**config.mk**
```make
export PLATFORM = sky130hd
export DESIGN_NAME = adc_clk_trig
export DESIGN_NICKNAME = d
export VERILOG_FILES = /design/src/rtl/adct_pkg.sv /design/src/rtl/adct_prescale_reg.sv /design/src/rtl/adct_divider.sv /design/src/rtl/adct_tick_counter.sv /design/src/rtl/adct_qtrig.sv /design/src/rtl/adc_clk_trig.sv
export SDC_FILE = /design/constraint.sdc
export NUM_CORES = 1
export LEC_CHECK = 0
export ABC_AREA = 0
export BUFFER_PORTS_ARGS = -buffer_cell sky130_fd_sc_hd__buf_2
export CORE_UTILIZATION = 54
export DETAILED_ROUTE_END_ITERATION = 12
export GPL_ROUTABILITY_DRIVEN = 0
export HOLD_SLACK_MARGIN = 0.15
export PLACE_DENSITY = 0.88
export SYNTH_ARGS = -nofsm -noshare
export SYNTH_HDL_FRONTEND = slang
export SYNTH_SLANG_ARGS = --single-unit
```
**constraint.sdc**
```tcl
create_clock -name clk -period 2.63 [get_ports clk]
set_input_delay 0.6575 -clock clk [delete_from_list [all_inputs] [get_ports clk]]
set_output_delay 0.6575 -clock clk [all_outputs]
set_load 0.005 [all_outputs]
```
**src/rtl/adct_pkg.sv**
```systemverilog
package adct_pkg;
  localparam int PRE_W     = 6;
  localparam int PRE_MAX   = 39;
  localparam int DIV_W     = $clog2(PRE_MAX + 2);
  localparam int RATE_W    = 4;
  localparam int TAP_BASE  = 7;
  localparam int TAP_COUNT = 11;
  localparam int CNT_W     = TAP_BASE + TAP_COUNT - 1;

  // divide ratio produced by a stored register value
  function automatic logic [DIV_W-1:0] ratio_of(input logic [PRE_W-1:0] p);
    if (p == '0) return DIV_W'(2);
    return DIV_W'(p) + DIV_W'(1);
  endfunction

  // number of high cycles of the divided level within one period
  function automatic logic [DIV_W-1:0] high_len(input logic [DIV_W-1:0] n);
    return DIV_W'((32'(n) + 32'd1) >> 1);
  endfunction

  // true when the low k bits of c are all ones
  function automatic logic ripple_at(input logic [CNT_W-1:0] c, input int k);
    logic r;
    r = 1'b1;
    for (int i = 0; i < CNT_W; i++)
      if (i < k && !c[i]) r = 1'b0;
    return r;
  endfunction

  function automatic logic rate_valid(input logic [RATE_W-1:0] code);
    return int'(code) < TAP_COUNT;
  endfunction
endpackage

```
**src/rtl/adct_prescale_reg.sv**
```systemverilog
module adct_prescale_reg
  import adct_pkg::*;
#(
  parameter int W   = PRE_W,
  parameter int MAX = PRE_MAX
) (
  input  logic         clk,
  input  logic         rst,
  input  logic         wr,
  input  logic [W-1:0] wdata,
  input  logic         busy,
  input  logic         err_clr,
  output logic [W-1:0] stored,
  output logic         err
);
  logic         wr_ok;
  logic         wr_bad;
  logic [W-1:0] stored_q;
  logic         err_q;

  assign wr_ok  = wr && !busy && (int'(wdata) <= MAX);
  assign wr_bad = wr && !wr_ok;

  always_ff @(posedge clk) begin
    if (rst) begin
      stored_q <= '0;
      err_q    <= 1'b0;
    end else begin
      if (wr_ok) stored_q <= wdata;
      if (wr_bad)       err_q <= 1'b1;
      else if (err_clr) err_q <= 1'b0;
    end
  end

  assign stored = stored_q;
  assign err    = err_q;

  a_r6_blocked_hold: assert property (@(posedge clk) disable iff (rst)
    (wr && busy) |=> $stable(stored_q));
  a_r3_range_flag: assert property (@(posedge clk) disable iff (rst)
    (wr && int'(wdata) > MAX) |=> (err_q && $stable(stored_q)));
  a_r7_err_sticky: assert property (@(posedge clk) disable iff (rst)
    (err_q && !err_clr) |=> err_q);
endmodule

```
**src/rtl/adct_divider.sv**
```systemverilog
module adct_divider
  import adct_pkg::*;
#(
  parameter int W  = PRE_W,
  parameter int DW = DIV_W
) (
  input  logic         clk,
  input  logic         rst,
  input  logic [W-1:0] stored,
  output logic         tick,
  output logic         level
);
  logic [DW-1:0] phase_q;
  logic [DW-1:0] ratio_q;
  logic          wrap;

  assign wrap = (phase_q == ratio_q - DW'(1));

  always_ff @(posedge clk) begin
    if (rst) begin
      phase_q <= '0;
      ratio_q <= ratio_of('0);
    end else if (wrap) begin
      phase_q <= '0;
      ratio_q <= ratio_of(stored);
    end else begin
      phase_q <= phase_q + DW'(1);
    end
  end

  assign tick  = wrap && !rst;
  assign level = (phase_q < high_len(ratio_q));

  a_r4_no_double_tick: assert property (@(posedge clk) disable iff (rst)
    tick |=> !tick);
  a_r5_ratio_hold: assert property (@(posedge clk) disable iff (rst)
    !wrap |=> $stable(ratio_q));
  a_r2_ratio_floor: assert property (@(posedge clk) disable iff (rst)
    ratio_q >= DW'(2));
endmodule

```
**src/rtl/adct_tick_counter.sv**
```systemverilog
module adct_tick_counter
  import adct_pkg::*;
#(
  parameter int CW = CNT_W
) (
  input  logic          clk,
  input  logic          rst,
  input  logic          tick,
  output logic [CW-1:0] count
);
  logic [CW-1:0] count_q;

  always_ff @(posedge clk) begin
    if (rst)       count_q <= '0;
    else if (tick) count_q <= count_q + CW'(1);
  end

  assign count = count_q;

  a_r9_count_idle: assert property (@(posedge clk) disable iff (rst)
    !tick |=> $stable(count_q));
endmodule

```
**src/rtl/adct_qtrig.sv**
```systemverilog
module adct_qtrig
  import adct_pkg::*;
#(
  parameter int CW = CNT_W,
  parameter int RW = RATE_W
) (
  input  logic          clk,
  input  logic          rst,
  input  logic          tick,
  input  logic [CW-1:0] count,
  input  logic [RW-1:0] rate,
  output logic          trig
);
  logic fire;
  logic trig_q;

  assign fire = tick && rate_valid(rate) && ripple_at(count, TAP_BASE + int'(rate));

  always_ff @(posedge clk) begin
    if (rst) trig_q <= 1'b0;
    else     trig_q <= fire;
  end

  assign trig = trig_q;

  a_r9_single_pulse: assert property (@(posedge clk) disable iff (rst)
    trig_q |=> !trig_q);
  a_r9_follows_tick: assert property (@(posedge clk) disable iff (rst)
    trig_q |-> $past(tick));
  a_r10_code_off: assert property (@(posedge clk) disable iff (rst)
    !rate_valid(rate) |=> !trig_q);
endmodule

```
**src/rtl/adc_clk_trig.sv**
```systemverilog
module adc_clk_trig
  import adct_pkg::*;
#(
  parameter int NQ = 2
) (
  input  logic                 clk,
  input  logic                 rst,
  input  logic                 pre_wr,
  input  logic [PRE_W-1:0]     pre_wdata,
  input  logic                 err_clr,
  input  logic [NQ-1:0]        q_enabled,
  input  logic [NQ*RATE_W-1:0] q_rate,
  output logic                 qclk_en,
  output logic                 qclk_div,
  output logic [NQ-1:0]        q_trig,
  output logic                 wr_err
);
  logic [PRE_W-1:0] stored;
  logic [CNT_W-1:0] count;
  logic             busy;

  assign busy = |q_enabled;

  adct_prescale_reg u_reg (
    .clk(clk), .rst(rst), .wr(pre_wr), .wdata(pre_wdata), .busy(busy),
    .err_clr(err_clr), .stored(stored), .err(wr_err)
  );

  adct_divider u_div (
    .clk(clk), .rst(rst), .stored(stored), .tick(qclk_en), .level(qclk_div)
  );

  adct_tick_counter u_cnt (
    .clk(clk), .rst(rst), .tick(qclk_en), .count(count)
  );

  for (genvar q = 0; q < NQ; q++) begin : g_queue
    adct_qtrig u_trig (
      .clk(clk), .rst(rst), .tick(qclk_en), .count(count),
      .rate(q_rate[q*RATE_W +: RATE_W]), .trig(q_trig[q])
    );
  end

  a_r11_reset_quiet: assert property (@(posedge clk) disable iff (rst)
    $past(rst) |-> (q_trig == '0 && !wr_err));
endmodule

```
==> results.cfg <==
[floorplan]
die-height_um = 71.6
die_area_mm2 = 0.00512
die_w_um = 71.6
start_util_pct = 58.0
core_area_mm2 = 0.00450
io_pins = 25
rows = 24

[synthesis]
syn_area_per_cell_um2 = 7.89
ys_warn_count = 0
ys_seq_elements = 38
synth_edf_count = 0
yosysTopAreaCell = dfxtp_1
syn_nets = 368
synthArstFlopShare_pct = 0
seq_area_frac_synth_pct = 29.1
syn_area_mm2 = 0.00261
syn_inst = 331
yosys.area.top_type_share_pct = 29.1
ys.flop_type = dfxtp_1
synth_cell_types = 52
ys_top_cells_by_area = dfxtp_1 (29%), ha_1 (8.1%), xnor2_1 (6.7%)

[placement]
dp_slack_ns = 0.195
port_buffers = 24
place_hpwl_mm = 4.02

[drt]
dr.pass1.iters = 5
vias = 2475
drc = 0
drt_iter0_markers = 204
routed_wl_mm = 6.34
avgViaCountPerCell = 6.17
drtAntennaViolNets = 0
wl_per_cell_um = 15.8

[sta]
max_freq_mhz = 384
rsz0062_at_grt = true
finalSetupViolations = 0
final.setup_skew_ns = 0.00420
slew_headroom_pct = 62.4
period_needed_ns = 2.61
setup_ws_ns = 0.0250
period_share_pct = 99.1
worst_pin_slew_ns = 0.563
finalHoldViolations = 0
slew_viol_final = 0

[clock_tree]
cts-htree-levels = 2
insertion_delay_ns = 0.30
cts_max_path_buffers = 2
clk_pin_slew_ns = 0.08
cts_root_buffer = clkbuf_8
cts.sinks = 38
cts-hold-fix-buffers = 0
cts_made_buffers = 5
cts_tree = built

[final_layout]
drive_gt1_share_pct = 17.2
final_nets = 385
fillerInstances = 379
antenna_cells = 0
final_common_cell = dfxtp_1
area_growth_syn_to_layout_pct = 13.7
mostFrequentLayoutCells = dfxtp_1 (34), nor2_1 (32), nand2_1 (26)
final_util_pct = 65.9

[power]
p_leak_nw = 1.14
power.density_mw_per_mm2 = 738
peakVddDrop_mv = 0.384

[worst_setup_path]
cp.arrival_ns = 1.95
worstPathMaxFanout = 4
crit_path_start_kind = flop
end_kind = output port
cp.required_ns = 1.97
critPathKind = reg2out

[worst_hold_path]
hold_path_class = reg2reg

[global_routing]
antenna_found_initial = 0
grt_pass1_wl_mm = 9.98
first_global_vias = 2208
grt_usage_pct = 24.9
grt_max_degree = 38
globalRouteOverflowTotal = 0

[run_status]
status = completed

[flow_run]
cap_violations = 0
-- registers in the layout (all words and copies together), names as in the netlist --
register / flops
u_div.ratio_q: 6
u_reg.err: 1
u_reg.stored: 6
g_queue.u_trig.trig: 2
u_div.phase_q: 6
u_cnt.count: 17
-- synth_stat cells, drive strengths merged (2+ instances only) --
library cell and instances:
a211oi 6, a21o 3, a21oi 17, a22o 2
a22oi 3, a31o 2, a31oi 2, and2 3
and3 6, and4 3, buf 8, clkbuf 16
dfxtp 38, ha 17, inv 10, maj3 3
mux2i 3, nand2 26, nand3 18, nand4 2
nor2 33, nor2b 5, nor3 16, nor3b 3
nor4 7, nor4b 2, o2111ai 2, o211ai 2
o21ai 15, o21bai 3, o31ai 3, or2 2
or3 5, xnor2 20, xor2 12
-- metrics by stage --
step / total power, mW / area [µm²] / hold WS, ns / cells / setup TNS (ns)
CTS: 2.11 / 2900 / 0.518 / 400 / 0
floorplan: 1.24 / 2610 / 0.466 / 331 / 0
detailed placement: 1.44 / 2740 / 0.489 / 390 / 0
finish: 2.19 / 2970 / 0.519 / 401 / 0
global route: 2.31 / 2970 / 0.563 / 401 / -0.0915
global placement: 1.42 / 2740 / 0.478 / 390 / 0
-- worst max-delay path, stage by stage, from the launching register on --
cell	delay, ns
dfxtp_4	0.37
ha_4	0.17
xnor2_1	0.16
ha_1	0.25
a21o_1	0.15
a21oi_1	0.13
nor2b_1	0.06
o21ai_1	0.11
o2bb2ai_1	0.11
buf_2	0.12
-- kinds of logic (layout without fill, tap and decap cells) --
logic type,count (synthesis),after routing,share of synthesized area [%]
adder cells (fa/ha/maj),20,20,9.29
buffers and inverters,34,52,5.80
XOR/XNOR,32,32,10.7
multiplexers,4,4,1.58
flip-flops,38,38,29.1
AND/OR/NAND/NOR,134,134,25.8
AO/OA/AOI/OAI,69,69,17.7
-- cell type report --
type | instances | area, µm² | area share (%)
Multi-Input combinational cell | 259 | 1750 | 59.0
Sequential cell | 38 | 771 | 25.9
Timing Repair Buffer | 34 | 199 | 6.70
Clock buffer | 6 | 82.6 | 2.78
Tap cell | 52 | 65.1 | 2.19
Clock inverter | 2 | 60.1 | 2.02
Inverter | 10 | 40.0 | 1.35
-- where the power goes --
part | switching [mW] | total [mW] | leakage, nW | internal (mW)
combinational | 0.462 | 0.829 | 0.761 | 0.367
clock | 0.217 | 0.622 | 0.0714 | 0.405
sequential | 0.106 | 0.740 | 0.309 | 0.634
-- worst paths after layout --
check                                      start              end  slack, ns  cells after the start
worst min register to register   u_reg.stored[4]  u_reg.stored[4]       0.52                      2
worst max register to register  u_div.ratio_q[1]  u_cnt.count[15]       0.19                      9
worst min-delay path             u_reg.stored[4]  u_reg.stored[4]       0.52                      2
worst max-delay path            u_div.ratio_q[1]         qclk_div       0.02                      9
-- layer usage --
metal,GRT usage [%],wire length [µm]
met1,31.7,2710
met2,39.7,2930
met3,6.33,524
met4,11.8,170
met5,0,0
-- timing repair --
item / in CTS / in global routing
pin swaps: 2 / 4
setup endpoints to repair: 2 / 2
buffers inserted: 2 / 1
resized for setup: 5 / 14
No activity file was read; power rests on OpenSTA's default activity.
